--- src/rtl/prio_split_pkg.sv ---
package prio_split_pkg;
  localparam int PRIO_W  = 8;
  localparam int SEL_W   = $clog2(PRIO_W);
  localparam int SHIFT_W = SEL_W + 1;

  typedef logic [PRIO_W-1:0] prio_t;

  // strobes from control to datapath
  typedef struct packed {
    logic               load;
    logic               noGroup;
    logic [SHIFT_W-1:0] shiftAmt;
    prio_t              subMask;
  } splitCtl_t;
endpackage

--- src/rtl/prio_split_ctrl.sv ---
module prio_split_ctrl
  import prio_split_pkg::*;
(
  input  logic             clk,
  input  logic             rstN,
  input  logic             inValid,
  input  logic [SEL_W-1:0] groupSel,
  output splitCtl_t        ctl,
  output logic             outValid
);
  localparam logic [SEL_W-1:0] ALL_SUB = '1;

  logic [PRIO_W-1:0] maskBits;

  // a bit belongs to the subpriority when its index is at or below the point
  for (genvar i = 0; i < PRIO_W; i++) begin : g_mask
    assign maskBits[i] = (SHIFT_W'(i) <= {1'b0, groupSel});
  end

  always_comb begin
    ctl.load     = inValid;
    ctl.noGroup  = (groupSel == ALL_SUB);
    ctl.shiftAmt = {1'b0, groupSel} + SHIFT_W'(1);
    ctl.subMask  = maskBits;
  end

  always_ff @(posedge clk) begin
    if (!rstN) outValid <= 1'b0;
    else       outValid <= inValid;
  end
endmodule

--- src/rtl/prio_field_split.sv ---
module prio_field_split
  import prio_split_pkg::*;
#(
  parameter int IMPL_BITS = 8
) (
  input  prio_t     rawPrio,
  input  splitCtl_t ctl,
  output prio_t     groupVal,
  output prio_t     subVal
);
  localparam int DROP_BITS = PRIO_W - IMPL_BITS;

  prio_t implMask;
  prio_t masked;

  // zero the unimplemented low bits
  for (genvar i = 0; i < PRIO_W; i++) begin : g_impl
    if (i < DROP_BITS) begin : g_drop
      assign implMask[i] = 1'b0;
    end else begin : g_keep
      assign implMask[i] = 1'b1;
    end
  end

  always_comb begin
    masked   = rawPrio & implMask;
    groupVal = ctl.noGroup ? '0 : (masked >> ctl.shiftAmt);
    subVal   = masked & ctl.subMask;
  end
endmodule

--- src/rtl/prio_split_dp.sv ---
module prio_split_dp
  import prio_split_pkg::*;
#(
  parameter int IMPL_BITS = 8
) (
  input  logic      clk,
  input  logic      rstN,
  input  splitCtl_t ctl,
  input  prio_t     pendPrio,
  input  prio_t     activePrio,
  input  logic      anyActive,
  output logic      mayPreempt,
  output prio_t     pendGroup,
  output prio_t     pendSub
);
  prio_t pendGrpC, pendSubC, actGrpC, actSubC;
  logic  preemptC;

  prio_field_split #(.IMPL_BITS(IMPL_BITS)) u_pendSplit (
    .rawPrio (pendPrio),
    .ctl     (ctl),
    .groupVal(pendGrpC),
    .subVal  (pendSubC)
  );

  prio_field_split #(.IMPL_BITS(IMPL_BITS)) u_actSplit (
    .rawPrio (activePrio),
    .ctl     (ctl),
    .groupVal(actGrpC),
    .subVal  (actSubC)
  );

  // strictly more urgent group wins; idle core accepts anything
  always_comb preemptC = !anyActive || (pendGrpC < actGrpC);

  always_ff @(posedge clk) begin
    if (!rstN) begin
      mayPreempt <= 1'b0;
      pendGroup  <= '0;
      pendSub    <= '0;
    end else if (ctl.load) begin
      mayPreempt <= preemptC;
      pendGroup  <= pendGrpC;
      pendSub    <= pendSubC;
    end
  end

  logic unusedSub;
  assign unusedSub = ^actSubC;
endmodule

--- src/rtl/prio_preempt_cmp.sv ---
module prio_preempt_cmp
  import prio_split_pkg::*;
#(
  parameter int IMPL_BITS = 8
) (
  input  logic       clk,
  input  logic       rstN,
  input  logic       inValid,
  input  logic [7:0] pendPrio,
  input  logic [7:0] activePrio,
  input  logic       anyActive,
  input  logic [2:0] groupSel,
  output logic       outValid,
  output logic       mayPreempt,
  output logic [7:0] pendGroup,
  output logic [7:0] pendSub
);
  splitCtl_t ctl;

  prio_split_ctrl u_ctrl (
    .clk     (clk),
    .rstN    (rstN),
    .inValid (inValid),
    .groupSel(groupSel),
    .ctl     (ctl),
    .outValid(outValid)
  );

  prio_split_dp #(.IMPL_BITS(IMPL_BITS)) u_dp (
    .clk       (clk),
    .rstN      (rstN),
    .ctl       (ctl),
    .pendPrio  (pendPrio),
    .activePrio(activePrio),
    .anyActive (anyActive),
    .mayPreempt(mayPreempt),
    .pendGroup (pendGroup),
    .pendSub   (pendSub)
  );
endmodule

--- config.mk ---
export PLATFORM = sky130hd
export DESIGN_NAME = prio_preempt_cmp
export DESIGN_NICKNAME = d
export VERILOG_FILES = /design/src/rtl/prio_split_pkg.sv /design/src/rtl/prio_split_ctrl.sv /design/src/rtl/prio_field_split.sv /design/src/rtl/prio_split_dp.sv /design/src/rtl/prio_preempt_cmp.sv
export SDC_FILE = /design/constraint.sdc
export NUM_CORES = 1
export LEC_CHECK = 0
export BUFFER_PORTS_ARGS = -buffer_cell sky130_fd_sc_hd__buf_2
export CAP_MARGIN = 10
export CELL_PAD_IN_SITES_DETAIL_PLACEMENT = 1
export CELL_PAD_IN_SITES_GLOBAL_PLACEMENT = 1
export CORE_MARGIN = 4
export CORE_UTILIZATION = 41
export CTS_BUF_LIST = sky130_fd_sc_hd__clkbuf_8
export DETAILED_ROUTE_END_ITERATION = 10
export PLACE_DENSITY_LB_ADDON = 0.1
export SKIP_CTS_REPAIR_TIMING = 1
export SYNTH_ARGS = -nofsm -noshare
export SYNTH_HDL_FRONTEND = slang
export SYNTH_SLANG_ARGS = --single-unit
--- constraint.sdc ---
create_clock -name clk -period 3.1 [get_ports clk]
set_input_delay 0.31 -clock clk [delete_from_list [all_inputs] [get_ports clk]]
set_output_delay 0.31 -clock clk [all_outputs]
set_load 0.01 [all_outputs]
==> out/results.ini <==
[run_status]
status=completed

[drt]
final_antenna_net_count=0
firstDrtPassIters=4
via_per_inst=5.65
drt-total-wl_microns=3100
detail_route.iter0.violations=49
routedWlPerCell_microns=16.0
vias=1097
drc=0

[timing]
finalClockSkew_ps=0
rsz0062_at_grt=no
whs_ps=325
tns_ps=0
fin_crit_ps=2300
slew_viol_final=0
fmax_mhz=435
period_share_pct=74.2
hold_viol=0
setup_violations=0

[finish]
diodes=0
nets=193
finalInstanceArea_sq_um=1430
drive_gt1_share_pct=31.9
layout_common_cells=buf_2, dfxtp_1, mux2i_1
layoutNonFillerInstCount=194
layout_commonest_cell=buf_2
fin_util_pct=51.2
syn2layout_area_growth_pct=18.3

[setup_path]
crit_arrival_ps=2480
startpoint=groupSel[0]
crit_type=in2reg
r2r-start=u_dp.mayPreempt$_SDFFE_PN0P_
worstReg2RegEnd=u_dp.mayPreempt$_SDFFE_PN0P_
crit_fanout=20
worstSetupEndpointType=flip-flop
r2r_setup_slack_ps=1950
reg2reg_depth=4
required_ps=3280
endpoint=u_dp.mayPreempt$_SDFFE_PN0P_
startpoint_type=input pin

[global_route]
antenna_found_initial=0
grt_pass1_wl_microns=5380
first_global_vias=1137
grt_max_degree=27
track_usage_pct=16.2
grt-ovfl-total=0

[logic_synthesis]
synth_area_leaders=dfxtp_1, mux2i_1, ha_1
ys_seq_elements=17
synth_area_leader_cell=dfxtp_1
syn-cell-area_sq_um=1200
synth.distinct_cells=41
syn_area_per_cell_sq_um=9.13
ys_warn_count=0
synth_seq_area_share_pct=28.2
synthCells=132
yosysTopAreaCellShare_pct=28.2
synth_fp_nets=161

[power_and_ir_drop]
p_sw_uw=161
p_clk_share_pct=30.6
power_leakage_nw=0.646
p_sw_share_pct=29.4
comb_power_share_pct=26.5
ir_drop_mv=0.297
p_per_area_nw_per_um2=385
p_int_uw=388
seqPwrFrac_pct=42.9

[floorplan]
die_y_microns=62.2
num_rows=19
die_x_microns=62.2
core_sq_um=2780
die_area_sq_um=3870
start_util_pct=43.3
io_pins=41

[flow_run]
maxCapViolations=0

[placement]
io_buffers=38
place_congestion=0.771
hpwl_microns=2370
place_inst=190
placed_area_sq_um=1380

[clock_tree]
cts-root-buf=clkbuf_8
htreeDepth=1
clk_latency_ps=250
tritoncts=built
clock_sinks=17
cts_buffers=3
cts_buffer_depth=2
cts.clk_slew.worst_paths_ps=70

[worst_hold_path]
min_path_type=in2reg

registers in the layout (all words and copies together), names as in the netlist:
register / count
u_dp.pendGroup: 7
u_ctrl.outValid: 1
u_dp.pendSub: 8
u_dp.mayPreempt: 1
power by group through the flow:
stage,logic [mW],registers [mW],clock network (mW)
after floorplan,0.0934,0.246,0
after global placement,0.140,0.240,0
after detailed placement,0.146,0.241,0
after CTS,0.147,0.236,0.174
after global routing,0.163,0.237,0.188
final,0.145,0.235,0.168
stage by stage:
step	worst slack, ps	power [mW]
detailed placement	581	0.386
finish	800	0.549
global route	599	0.588
CTS	821	0.557
global placement	616	0.381
floorplan	1110	0.340
Yosys cell counts:
| cell | count |
|---|---|
| a21oi_1 | 4 |
| inv_1 | 3 |
| o2111ai_1 | 1 |
| o211ai_1 | 3 |
| o21ai_0 | 7 |
| mux2_4 | 2 |
| a31oi_1 | 2 |
| a21boi_0 | 5 |
| nand3_1 | 2 |
| nand2_1 | 10 |
| conb_1 | 1 |
| o211a_1 | 1 |
| o21a_1 | 2 |
| nand4_1 | 2 |
| mux2_2 | 3 |
| mux4_2 | 2 |
| a211oi_1 | 2 |
| mux2i_1 | 12 |
| buf_1 | 1 |
| nor2_1 | 3 |
| o311ai_0 | 1 |
| o2bb2ai_1 | 1 |
| or3_1 | 2 |
| dfxtp_1 | 17 |
| o22a_1 | 1 |
| and2_1 | 3 |
| ha_1 | 6 |
| o22ai_1 | 2 |
| nand2b_1 | 3 |
| buf_2 | 1 |
| buf_4 | 2 |
| mux2_1 | 1 |
| nor3_1 | 2 |
| buf_6 | 1 |
| nor2b_1 | 8 |
| o21ba_2 | 2 |
| clkbuf_1 | 6 |
| clkinv_1 | 1 |
| mux4_1 | 1 |
| a2111oi_0 | 2 |
| o22ai_2 | 1 |
how the worst min path moves through the flow:
| stage | end | slack [ps] | depth (start not counted) | start |
|---|---|---|---|---|
| after floorplan | u_dp.pendSub[1]$_SDFFE_PN0P_ | 460 | 1 | rstN |
| after global placement | u_dp.pendSub[1]$_SDFFE_PN0P_ | 450 | 2 | u_dp.pendSub[1]$_SDFFE_PN0P_ |
| after detailed placement | u_dp.pendSub[2]$_SDFFE_PN0P_ | 470 | 2 | u_dp.pendSub[2]$_SDFFE_PN0P_ |
| after CTS | u_dp.pendSub[0]$_SDFFE_PN0P_ | 320 | 3 | pendPrio[0] |
| after global routing | u_dp.pendSub[0]$_SDFFE_PN0P_ | 370 | 3 | pendPrio[0] |
| final | u_dp.pendSub[0]$_SDFFE_PN0P_ | 330 | 3 | pendPrio[0] |
layout make-up:
class / count / area, sq um
clock buffers: 3 / 41.3
clock inverters: 1 / 7.51
fillers: 349 / 1360
inverters: 4 / 15.0
multi-input cells: 100 / 792
flip-flops and latches: 17 / 340
well taps: 31 / 38.8
repair buffers: 38 / 190
kinds of logic (layout without fill, tap and decap cells):
family / after synthesis / in the layout / share of synthesized area [%]
AO/OA/AOI/OAI: 37 / 37 / 22.0
adder cells (fa/ha/maj): 6 / 6 / 6.23
buffers and inverters: 15 / 46 / 6.02
flip-flops: 17 / 17 / 28.2
multiplexers: 21 / 21 / 22.1
other: 1 / 1 / 0.311
AND/OR/NAND/NOR: 35 / 35 / 15.1
critical path: stages:
cell	delay, ps
buf_2	380
mux4_1	600
and2_1	200
ha_1	310
a2111oi_0	390
o21ai_0	150
o22ai_1	130
metal layers:
| metal | vias to the layer above | GRT usage (%) | share of wire [%] |
|---|---|---|---|
| met2 | 15 | 29.0 | 51 |
| met1 | 531 | 20.2 | 46 |
| li1 | 547 | - | - |
| met3 | 4 | 1.98 | 2.1 |
| met5 | - | 0 | 0 |
| met4 | 0 | 4.07 | 0.87 |
Power figures use the tool's default switching activity.
